### config.mk
export PLATFORM = sky130hd
export DESIGN_NAME = psw_divider
export DESIGN_NICKNAME = d
export VERILOG_FILES = /design/src/rtl/psd_pkg.sv /design/src/rtl/psd_cfg_guard.sv /design/src/rtl/psd_prescaler.sv /design/src/rtl/psd_step_ctrl.sv /design/src/rtl/psw_divider.sv
export SDC_FILE = /design/constraint.sdc
export NUM_CORES = 1
export LEC_CHECK = 0
export ABC_AREA = 1
export ABC_CLOCK_PERIOD_IN_PS = 2200
export CAP_MARGIN = 20
export CORE_MARGIN = 5
export CORE_UTILIZATION = 35
export CTS_BUF_LIST = sky130_fd_sc_hd__clkbuf_8
export DETAILED_ROUTE_END_ITERATION = 8
export DONT_BUFFER_PORTS = 1
export PLACE_DENSITY = 0.49
export SKIP_LAST_GASP = 1
export SYNTH_ARGS = -nofsm -noshare
export SYNTH_HDL_FRONTEND = slang
export SYNTH_SLANG_ARGS = --single-unit
### constraint.sdc
create_clock -name clk_in -period 2.2 [get_ports clk_in]
set_input_delay 0.44 -clock clk_in [delete_from_list [all_inputs] [get_ports clk_in]]
set_output_delay 0.44 -clock clk_in [all_outputs]
set_load 0.005 [all_outputs]
### src/rtl/psd_pkg.sv
package psd_pkg;
    localparam int PSD_N_W      = 14;
    localparam int PSD_A_W      = 4;
    localparam int PSD_PRE_BASE = 16;
    localparam int PSD_DEF_N    = 17;
    localparam int PSD_DEF_A    = 0;

    typedef struct packed {
        logic pulse;
        logic mon;
    } psd_out_t;
endpackage

### src/rtl/psd_cfg_guard.sv
module psd_cfg_guard #(
    parameter int N_W      = 14,
    parameter int A_W      = 4,
    parameter int PRE_BASE = 16,
    parameter int DEF_N    = 17,
    parameter int DEF_A    = 0
) (
    input  logic           clk_in,
    input  logic           rst_n,
    input  logic           run_en,
    input  logic           period_end,
    input  logic [N_W-1:0] n_in,
    input  logic [A_W-1:0] a_in,
    output logic [N_W-1:0] act_n,
    output logic [A_W-1:0] act_a,
    output logic           err
);
    typedef struct packed {
        logic [N_W-1:0] n;
        logic [A_W-1:0] a;
        logic           err;
    } guard_t;

    guard_t st_d, st_q;
    logic   legal;
    logic   may_load;

    always_comb begin
        legal    = (n_in > N_W'(PRE_BASE)) && (n_in > {{(N_W-A_W){1'b0}}, a_in});
        may_load = !run_en || period_end;
        st_d     = st_q;
        st_d.err = !legal;
        if (may_load && legal) begin
            st_d.n = n_in;
            st_d.a = a_in;
        end
    end

    always_ff @(posedge clk_in or negedge rst_n) begin
        if (!rst_n) begin
            st_q.n   <= N_W'(DEF_N);
            st_q.a   <= A_W'(DEF_A);
            st_q.err <= 1'b0;
        end else begin
            st_q <= st_d;
        end
    end

    assign act_n = st_q.n;
    assign act_a = st_q.a;
    assign err   = st_q.err;
endmodule

### src/rtl/psd_prescaler.sv
module psd_prescaler #(
    parameter int PRE_BASE = 16,
    localparam int PRE_W   = $clog2(PRE_BASE + 1)
) (
    input  logic             clk_in,
    input  logic             rst_n,
    input  logic             run_en,
    input  logic             mod_hi,
    output logic             tick,
    output logic [PRE_W-1:0] cnt
);
    logic [PRE_W-1:0] cnt_d, cnt_q;
    logic [PRE_W-1:0] last;

    always_comb begin
        last  = mod_hi ? PRE_W'(PRE_BASE) : PRE_W'(PRE_BASE - 1);
        tick  = run_en && (cnt_q == last);
        cnt_d = cnt_q;
        if (!run_en || tick) begin
            cnt_d = '0;
        end else begin
            cnt_d = cnt_q + PRE_W'(1);
        end
    end

    always_ff @(posedge clk_in or negedge rst_n) begin
        if (!rst_n) cnt_q <= '0;
        else        cnt_q <= cnt_d;
    end

    assign cnt = cnt_q;
endmodule

### src/rtl/psd_step_ctrl.sv
module psd_step_ctrl #(
    parameter int N_W = 14,
    parameter int A_W = 4
) (
    input  logic           clk_in,
    input  logic           rst_n,
    input  logic           run_en,
    input  logic           tick,
    input  logic [N_W-1:0] act_n,
    input  logic [A_W-1:0] act_a,
    output logic           mod_hi,
    output logic           period_end,
    output logic [N_W-1:0] main_cnt,
    output logic [A_W-1:0] sw_cnt
);
    typedef struct packed {
        logic [N_W-1:0] main;
        logic [A_W-1:0] sw;
    } step_t;

    step_t st_d, st_q;
    logic  last_step;

    always_comb begin
        mod_hi     = st_q.sw < act_a;
        last_step  = st_q.main == (act_n - N_W'(1));
        period_end = tick && last_step;
        st_d       = st_q;
        if (!run_en || period_end) begin
            st_d.main = '0;
            st_d.sw   = '0;
        end else if (tick) begin
            st_d.main = st_q.main + N_W'(1);
            if (mod_hi) st_d.sw = st_q.sw + A_W'(1);
        end
    end

    always_ff @(posedge clk_in or negedge rst_n) begin
        if (!rst_n) st_q <= '0;
        else        st_q <= st_d;
    end

    assign main_cnt = st_q.main;
    assign sw_cnt   = st_q.sw;
endmodule

### src/rtl/psw_divider.sv
module psw_divider
    import psd_pkg::*;
#(
    parameter int N_W      = PSD_N_W,
    parameter int A_W      = PSD_A_W,
    parameter int PRE_BASE = PSD_PRE_BASE,
    parameter int DEF_N    = PSD_DEF_N,
    parameter int DEF_A    = PSD_DEF_A,
    parameter bit MON_REG  = 1'b1,
    localparam int PRE_W   = $clog2(PRE_BASE + 1)
) (
    input  logic           clk_in,
    input  logic           rst_n,
    input  logic           run_en,
    input  logic [N_W-1:0] n_set,
    input  logic [A_W-1:0] a_set,
    output logic           div_pulse,
    output logic           mon_pulse,
    output logic           cfg_err
);
    logic [N_W-1:0]   act_n;
    logic [A_W-1:0]   act_a;
    logic             mod_hi;
    logic             tick;
    logic             period_end;
    logic [PRE_W-1:0] pre_cnt;
    logic [N_W-1:0]   main_cnt;
    logic [A_W-1:0]   sw_cnt;

    psd_cfg_guard #(
        .N_W(N_W), .A_W(A_W), .PRE_BASE(PRE_BASE), .DEF_N(DEF_N), .DEF_A(DEF_A)
    ) u_guard (
        .clk_in(clk_in), .rst_n(rst_n), .run_en(run_en), .period_end(period_end),
        .n_in(n_set), .a_in(a_set), .act_n(act_n), .act_a(act_a), .err(cfg_err)
    );

    psd_prescaler #(.PRE_BASE(PRE_BASE)) u_pre (
        .clk_in(clk_in), .rst_n(rst_n), .run_en(run_en), .mod_hi(mod_hi),
        .tick(tick), .cnt(pre_cnt)
    );

    psd_step_ctrl #(.N_W(N_W), .A_W(A_W)) u_step (
        .clk_in(clk_in), .rst_n(rst_n), .run_en(run_en), .tick(tick),
        .act_n(act_n), .act_a(act_a), .mod_hi(mod_hi), .period_end(period_end),
        .main_cnt(main_cnt), .sw_cnt(sw_cnt)
    );

    psd_out_t out_d, out_q;

    always_comb begin
        out_d       = out_q;
        out_d.pulse = period_end;
        out_d.mon   = period_end;
    end

    always_ff @(posedge clk_in or negedge rst_n) begin
        if (!rst_n) out_q <= '0;
        else        out_q <= out_d;
    end

    assign div_pulse = out_q.pulse;

    generate
        if (MON_REG) begin : g_mon_reg
            assign mon_pulse = out_q.mon;
        end else begin : g_mon_wire
            assign mon_pulse = out_q.pulse;
        end
    endgenerate
endmodule

Word-level counts from Yosys, hierarchy flattened
Index checks and enable logic that the tools add are counted.

Latch bits: 0. Memories: 0. Bits in read-only memories: 0. Input port bits: 21. Flip-flop bits (word level): 43. Output and inout port bits: 3. Memory bits (writable): 0.

Equal/unequal tests: 2. $lt $le $gt $ge: 3. Add/subtract/negate cells: 4. Reduce and logical (&&, ||, !) cells: 11. Bitwise gates (word level): 0. Divide/modulo/power cells: 0. Shift operators: 0. $mul: 0. Multiplexer cells: 5.

Operators by type and width (count): $mux 18 (2); $add 14x1->14 const B (1); $eq 14x14->1 (1); $gt 14x4->1 (1); $gt 14x5->1 const B (1); $sub 14x1->14 const B (1); $mux 5 (2); $add 5x1->5 const B (1); $eq 5x5->1 (1); $add 4x1->4 const B (1); $logic_and 1x1->1 (4); $lt 4x4->1 (1); $mux 4 (1); $reduce_bool 2->1 (2); $logic_not 1->1 (2); $logic_or 1x1->1 (2); $reduce_and 2->1 (1).

Longest topological paths before layout
Gate-level depths: netlist of run 1.

Word-level depth: 8. Depth in mapped cells: 18.

By module
Synthesis of run 1 repeated with hierarchy kept, for this count alone.

Cells, all modules: 374. Area, all modules: 2780.2 sq um.

Modules (own cells, without submodules): psd_step_ctrl (instances 1, cells an instance 250, sequential area each 450.4 sq um, area an instance 1607.8 sq um); psd_cfg_guard (instances 1, cells an instance 92, sequential area each 478.0 sq um, area an instance 878.3 sq um); psd_prescaler (instances 1, cells an instance 30, sequential area each 125.1 sq um, area an instance 261.5 sq um); psw_divider (instances 1, cells an instance 2, sequential area each 25.0 sq um, area an instance 32.5 sq um).

Worst setup path after synthesis of run 1
No wires, ideal clock.

Kind: flip-flop to flip-flop. Start: register u_guard.st_q, in the netlist u_guard.act_n[0]. End: register u_guard.st_q, in the netlist u_guard.act_n[8]. Clock period less this slack: 2.139 ns. Data arrival time: 2.022 ns. Setup slack: 0.061 ns. Stages on the path, launching flop included: 16. Data required time: 2.083 ns. Buffers on the path: 1. Cell sequence: dfstp_2 > inv_1 > ha_1 > xor2_1 > nand3_1 > nor2_1 > nand2_1 > nor2_1 > nand2_1 > nor2_2 > nand2_4 > nand2_4 > nand2_4 > buf_6 > nand2_1 > nand2_1.

Longest elaborated chain between the ends: 5.

Ends and longest elaborated chain: from (decl) (line psd_cfg_guard.sv:24) `guard_t st_d, st_q;`; from (signal assigned) (line psd_cfg_guard.sv:45) `st_q <= st_d;`; $sub 14x1->14 (line psd_step_ctrl.sv:26) `last_step = st_q.main == (act_n - N_W'(1));`; $eq 14x14->1 (line psd_step_ctrl.sv:26); $logic_and 1x1->1 (line psd_step_ctrl.sv:27) `period_end = tick && last_step;`; $logic_or 1x1->1 (line psd_cfg_guard.sv:30) `may_load = !run_en || period_end;`; $logic_and 1x1->1 (line psd_cfg_guard.sv:33) `if (may_load && legal) begin`.

No other way between the ends. A chain may end at the register's enable or synchronous reset.

Final worst setup path of run 1
Start: register u_guard.st_q, in the netlist u_guard.act_n[0]. End: register u_step.st_q, in the netlist u_step.sw_cnt[0].

Longest elaborated chain between the ends: 6. Elaborated cells between the ends (all ways): 8.

Ends and longest elaborated chain: $sub 14x1->14 (*) (line psd_step_ctrl.sv:26); $eq 14x14->1 (*) (line psd_step_ctrl.sv:26); $logic_and 1x1->1 (*) (line psd_step_ctrl.sv:27); $logic_or 1x1->1 (*) (line psd_step_ctrl.sv:29) `if (!run_en || period_end) begin`; $reduce_bool 2->1 (no line); $reduce_and 2->1 (no line); to (signal assigned) (line psd_step_ctrl.sv:40) `else st_q <= st_d;`; to (decl) (line psd_step_ctrl.sv:21) `step_t st_d, st_q;`.

Mark *: on every way between the ends. The rest lies on a longest branch, timed or not.

==> results of run 1 <==
==> sequential cells by signal (all words and copies together) (netlist names) <==
signal,count
u_guard.act_n,14
u_step.main_cnt,14
u_pre.cnt,5
u_guard.act_a,4
u_step.sw_cnt,4
mon_pulse,1
u_guard.err,1
==> path summary, 6_finish.rpt <==
kind / from / to / slack [ps] / cells after the start
max: u_guard.act_n[0] / u_step.sw_cnt[0] / 80 / 14
min: n_set[0] / u_guard.act_n[0] / 260 / 2
max reg2reg: u_guard.act_n[0] / u_step.sw_cnt[0] / 80 / 14
min reg2reg: u_guard.act_a[2] / u_guard.act_a[2] / 480 / 2
max in group asynchronous: rst_n / u_guard.act_n[0] / 1310 / 2
min in group asynchronous: rst_n / u_guard.act_a[0] / 630 / 2
==> synth_stat cells <==
cell / n
nand2_1: 119
nand3_1: 47
dfrtp_1: 41
inv_1: 40
nor2_1: 34
xor2_1: 14
o21ai_0: 13
xnor2_1: 9
nor4_1: 8
ha_1: 7
nor3_1: 7
nand4_1: 6
nor2_2: 6
o2111ai_1: 5
a21oi_1: 4
clkbuf_1: 4
and2_1: 3
buf_4: 3
buf_6: 3
nand2_4: 3
nor2_4: 3
nor3b_1: 3
dfstp_2: 2
nand2_2: 2
a21boi_1: 1
and3_1: 1
clkbuf_2: 1
clkinv_1: 1
inv_2: 1
nand3b_1: 1
nand4_2: 1
o211ai_1: 1
==> per-stage QoR <==
stage / utilization [%] / power [mW] / instance area [sq um] / setup slack (ps)
global placement: 37.66 / 1.181 / 3048 / 26.10
floorplan: - / 1.108 / 2863 / 61.26
CTS: 39.63 / 1.715 / 3207 / -15.70
finish: 40.18 / 1.699 / 3252 / 84.36
detailed placement: 37.66 / 1.184 / 3048 / -13.21
global route: 40.18 / 1.815 / 3252 / -128.8
==> layout make-up <==
type / count / area (sq um)
fill: 883 / 4841
multi-input combinational: 298 / 1604
sequential: 43 / 1080
timing repair buffer: 19 / 197.7
inverter: 42 / 157.7
tap: 105 / 131.4
clock buffer: 5 / 68.82
clock inverter: 3 / 12.51
==> repair_timing <==
item	in CTS	in global routing
gates resized for setup	5	12
setup endpoints to repair	8	36
pin swaps	10	8
gates cloned	0	0
setup buffers	2	1
hold buffers	2	0
hold endpoints to repair	43	0
==> where the power goes <==
part           total [mW]  leakage [nW]  internal [mW]  switching [mW]
clock network       0.491        0.0505          0.214           0.277
registers           0.883         0.559          0.833          0.0496
logic               0.325         0.932          0.135           0.190
total                1.70          1.54           1.18           0.517
==> logic make-up (layout without fill, tap and decap cells) <==
logic type | after synthesis | count (layout) | share of synthesized area [%]
adder cells (fa/ha/maj) | 7 | 7 | 3.059
flip-flops | 43 | 43 | 37.67
buffers and inverters | 53 | 69 | 8.172
AO/OA/AOI/OAI | 24 | 24 | 5.026
XOR/XNOR | 23 | 23 | 7.037
AND/OR/NAND/NOR | 244 | 244 | 39.03
==> metal layers <==
metal / global-route usage, % / wire (microns) / part of all wire [%]
met5: 0 / 0 / 0
met3: 2.571 / 166 / 2.4
met1: 20.33 / 3338 / 49
met4: 4.663 / 83 / 1.2
met2: 23.80 / 3198 / 47
==> flow_summary.ini, run 1 <==
[detailed_routing]
drt_iter0_markers = 103
first_pass_iters = 4
dr_total_vias = 2450
drt-total-wl_microns = 6787
drc = 0
ant_nets = 0
vias_per_cell = 4.757
wl_per_cell_microns = 13.18

[run_status]
outcome = complete, no violations

[worst_setup_path]
arrival_ps = 2360
cpPeakStageDelay_ps = 540
slowest_stage = dfstp_2
cp_max_fo = 4
endpoint_kind = flip-flop
crit_path_start_kind = flip-flop
crit_family = simple AND/OR/NAND/NOR gates
cpMostUsedCell = nand2_1
worstPathRequired_ps = 2440
crit_path_cell_trace = inv_2 > ha_4 > xor2_1 > nand3_1 > nor2_2 > nand2_1 > nor2_2 > nand2_1 > nor2_2 > nand2_4 > buf_6 > o211ai_1 > nand2_1 > nand2_1
path_buf_inv = 2
worst-setup-path-type = reg2reg

[global_route]
grt_overflow_total = 0
groute.usage.overall_pct = 14.82
grt_max_degree = 44
grt_pass1_wl_microns = 11820
grt_pass1_vias = 2491
antenna_found_initial = 0

[yosys]
seq_area_frac_synth_pct = 37.67
synth_seq_cells = 43
synth.largest_area_cell = dfrtp_1
synth_cell_types = 32
synth_area_per_cell_sq_um = 7.266
synth_top_area_share_pct = 35.84
syn-num-nets = 422
syn-cell-area_sq_um = 2863
netlist_instances = 394
ys_warn_count = 0
synth_area_leaders = dfrtp_1, nand2_1, nand3_1

[floorplanning]
std_cell_rows = 33
core_sq_um = 8093
die_h_microns = 100.4
io_pins = 24
initial_utilization_pct = 35.37
die_w_microns = 100.4
design.die.area_sq_um = 10090

[cells_and_area]
final_cells = 515
nets = 437
syn_to_final_growth_pct = 13.59
drive_gt1_share_pct = 12.44
diodes = 0
layout_commonest_cell = nand2_1
mostFrequentLayoutCells = nand2_1, nand3_1, inv_1

[clock_tree]
path_clk_slew_ps = 80
clockBufferDepth = 2
cts.sinks = 43
clk_latency_ps = 300
cts_tree = yes
numCtsBuffers = 5
htreeDepth = 2
cts-root-buf = clkbuf_8

[timing]
finalCritPeriodShare_pct = 96.17
drv_slew = 0
fin_crit_ps = 2116
setup_viol = 0
max_freq_mhz = 472.7
rsz0062_at_grt = yes
whs_ps = 258.3
finalHoldViolCount = 0
slew_headroom_pct = 69.83
timing.setup.tns_ps = 0
tightest_slew_ps = 449.1
fin_worst_skew_ps = 7.247

[placement]
io_buffers = 0
dp_cells = 502
hpwl_microns = 5240
globalplace.congestion = 0.8203

[min_path]
hold_path.class = in2reg

[pwr]
leakage_nw = 1.542
powerDensity_nw_per_um2 = 522.5
ir_worst_vdd_uv = 256.0

[run]
drv_cap = 0
No activity file was read; power rests on OpenSTA's default activity.
==> run 2: changes to the inputs <==
--- a/config.mk
+++ b/config.mk
@@ -13,7 +13,8 @@
 export CTS_BUF_LIST = sky130_fd_sc_hd__clkbuf_8
 export DETAILED_ROUTE_END_ITERATION = 8
 export DONT_BUFFER_PORTS = 1
-export PLACE_DENSITY = 0.49
+export PLACE_DENSITY = 0.51
+export REMOVE_ABC_BUFFERS = 1
 export SKIP_LAST_GASP = 1
 export SYNTH_ARGS = -nofsm -noshare
 export SYNTH_HDL_FRONTEND = slang
==> run 2 against run 1 <==
The flow now finishes with violations (negative setup slack). Sequential power about the same. Clock skew up 3.7 ps. First-iteration DRC count down 32%. Sequential share of layout area down 1.4 points. Fmax down 4.1%. Clock-buffer cell count up 1. Critical path depth up 1. Combinational power up 6.8%. Non-clock buffer count up 3. Cell count up 0.78%.
==> flow_summary.ini, run 2 (same netlist as run 1, synthesis figures left out) <==
[min_path]
hold_start = n_set[4]
hold_path.class = in2reg

[detailed_routing]
first_pass_iters = 4
drt_iter0_markers = 70
vias_per_cell = 4.898
wl_per_cell_microns = 13.66
ant_nets = 0
drc = 0
dr_total_vias = 2542
drt-total-wl_microns = 7090

[floorplanning]
std_cell_rows = 33
initial_utilization_pct = 35.37
die_h_microns = 100.4
design.die.area_sq_um = 10090
core_sq_um = 8093
die_w_microns = 100.4
io_pins = 24

[pwr]
design_power_total_mw = 1.760
ir_worst_vdd_uv = 259.0
leakage_nw = 1.598
netSwitchingFraction_pct = 30.24
combPwrFrac_pct = 19.7
seqPwrFrac_pct = 50.2
powerDensity_nw_per_um2 = 519.4
switchingPower_uw = 532.3
power.internal_mw = 1.228
p_clk_share_pct = 30.1

[clock_tree]
cts.sinks = 43
clockBufferDepth = 2
htreeDepth = 2
cts-root-buf = clkbuf_8
numCtsBuffers = 5
cts_tree = yes
path_clk_slew_ps = 90
clk_latency_ps = 300

[worst_setup_path]
crit_path_cell_trace = inv_2 > ha_4 > xor2_2 > nand3_1 > nor2_2 > nand2_1 > nor2_2 > nand2_2 > nor2_4 > nand2_4 > nand2_8 > buf_12 > nor2_1 > nand2_1 > nand2_1
crit_path_start_kind = flip-flop
worstReg2RegStart = u_guard.act_n[0]
endpoint_kind = flip-flop
cp_max_fo = 9
cpPeakStageDelay_ps = 540
cp-startpoint = u_guard.act_n[0]
worst-setup-path-type = reg2reg
slowest_stage = dfstp_2
cpMostUsedCell = nand2_1
arrival_ps = 2400
worstPathRequired_ps = 2390

[cells_and_area]
syn_to_final_growth_pct = 18.40
final_cell_area_sq_um = 3390
mostFrequentLayoutCells = nand2_1, nand3_1, dfrtp_1
diodes = 0
drive_gt1_share_pct = 16.18
register_area_sq_um = 1079
layout_commonest_cell = nand2_1
fillers = 868
nets = 441
multi_input_area_sq_um = 1682

[timing]
fin_crit_ps = 2206
slew_headroom_pct = 65.85
rsz0062_at_grt = yes
finalHoldViolCount = 0
fin_worst_skew_ps = 10.92
final.setup.worst_slack_ps = -6.097
finalCritPeriodShare_pct = 100.3
setup_viol = 1
max_freq_mhz = 453.3
timing.setup.tns_ps = -6.097
drv_slew = 0
tightest_slew_ps = 508.4

[placement]
placed_area_sq_um = 3035
hpwl_microns = 5290
io_buffers = 0
globalplace.congestion = 0.8536

[global_route]
grt_pass1_wl_microns = 11830
antenna_found_initial = 0
grt_max_degree = 44
groute.usage.overall_pct = 14.95
grt_pass1_vias = 2480
grt_overflow_total = 0

[run_status]
failed_checks = negative setup slack
outcome = finished with violations

[run]
drv_cap = 0
## run 2: cell types whose count changed in the layout (fill, tap and decap cells not counted), moves of 4 or more
cell,before,now
nand3_1,46,41
nand3_2,1,6
nand2_2,3,7
nand2_1,118,113
## run 2: worst paths after layout
check                              endpoint  slack, ps  cells after the start
min in group asynchronous      u_pre.cnt[2]        630                      2
setup / recovery           u_step.sw_cnt[0]         -6                     15
max in group asynchronous  u_guard.act_n[4]       1310                      2
hold reg to reg            u_guard.act_a[0]        470                      2
setup reg to reg           u_step.sw_cnt[0]         -6                     15
hold / removal             u_guard.act_n[4]        220                      2
## run 2: stage by stage
stage | hold slack (ps) | util [%] | cells | setup slack (ps)
CTS | 232.3 | 40.32 | 517 | -63.70
global placement | 147.0 | 37.51 | 502 | -119.7
finish | 222.2 | 41.88 | 519 | -6.097
floorplan | 144.4 | - | 383 | -45.48
global route | 209.7 | 41.88 | 519 | -172.1
detailed placement | 146.9 | 37.51 | 502 | -112.5
## run 2: worst max-delay path, delay by kind of cell (launching register included)
kind                     cells  cell delay (ps)
adder cells (fa/ha/maj)      1              270
XOR/XNOR                     1              110
buffers and inverters        2              200
flip-flops                   1              540
AND/OR/NAND/NOR             11              980
## run 2: area by class of cell
class | instances | share of cell area, %
Multi-Input combinational cell | 299 | 49.61
Sequential cell | 43 | 31.82
Timing Repair Buffer | 22 | 7.346
Inverter | 42 | 4.651
Tap cell | 105 | 3.876
Clock buffer | 6 | 2.436
Clock inverter | 2 | 0.2584
## run 2: layer usage
layer  track usage, %  vias to the layer above  routed length (microns)
li1                 -                     1317                        -
met1            20.32                     1188                     3476
met2            24.36                       30                     3334
met3            2.641                        7                      190
met4            4.352                        0                       89
met5                0                        -                        0
## run 2: power by group through the flow
stage / Clock (mW) / Combinational [mW] / Sequential (mW)
final: 0.529 / 0.347 / 0.884
after global routing: 0.585 / 0.398 / 0.892
after CTS: 0.546 / 0.327 / 0.883
after detailed placement: 0 / 0.281 / 0.898
after global placement: 0 / 0.279 / 0.899
after floorplan: 0 / 0.209 / 0.886
## run 2: repair_timing
item	in CTS	in global routing
resized for setup	7	26
hold buffers	2	0
setup endpoints to repair	36	37
buffers inserted	4	2
endpoints found under the hold margin	43	0
pin swaps	5	14
gates cloned	1	2
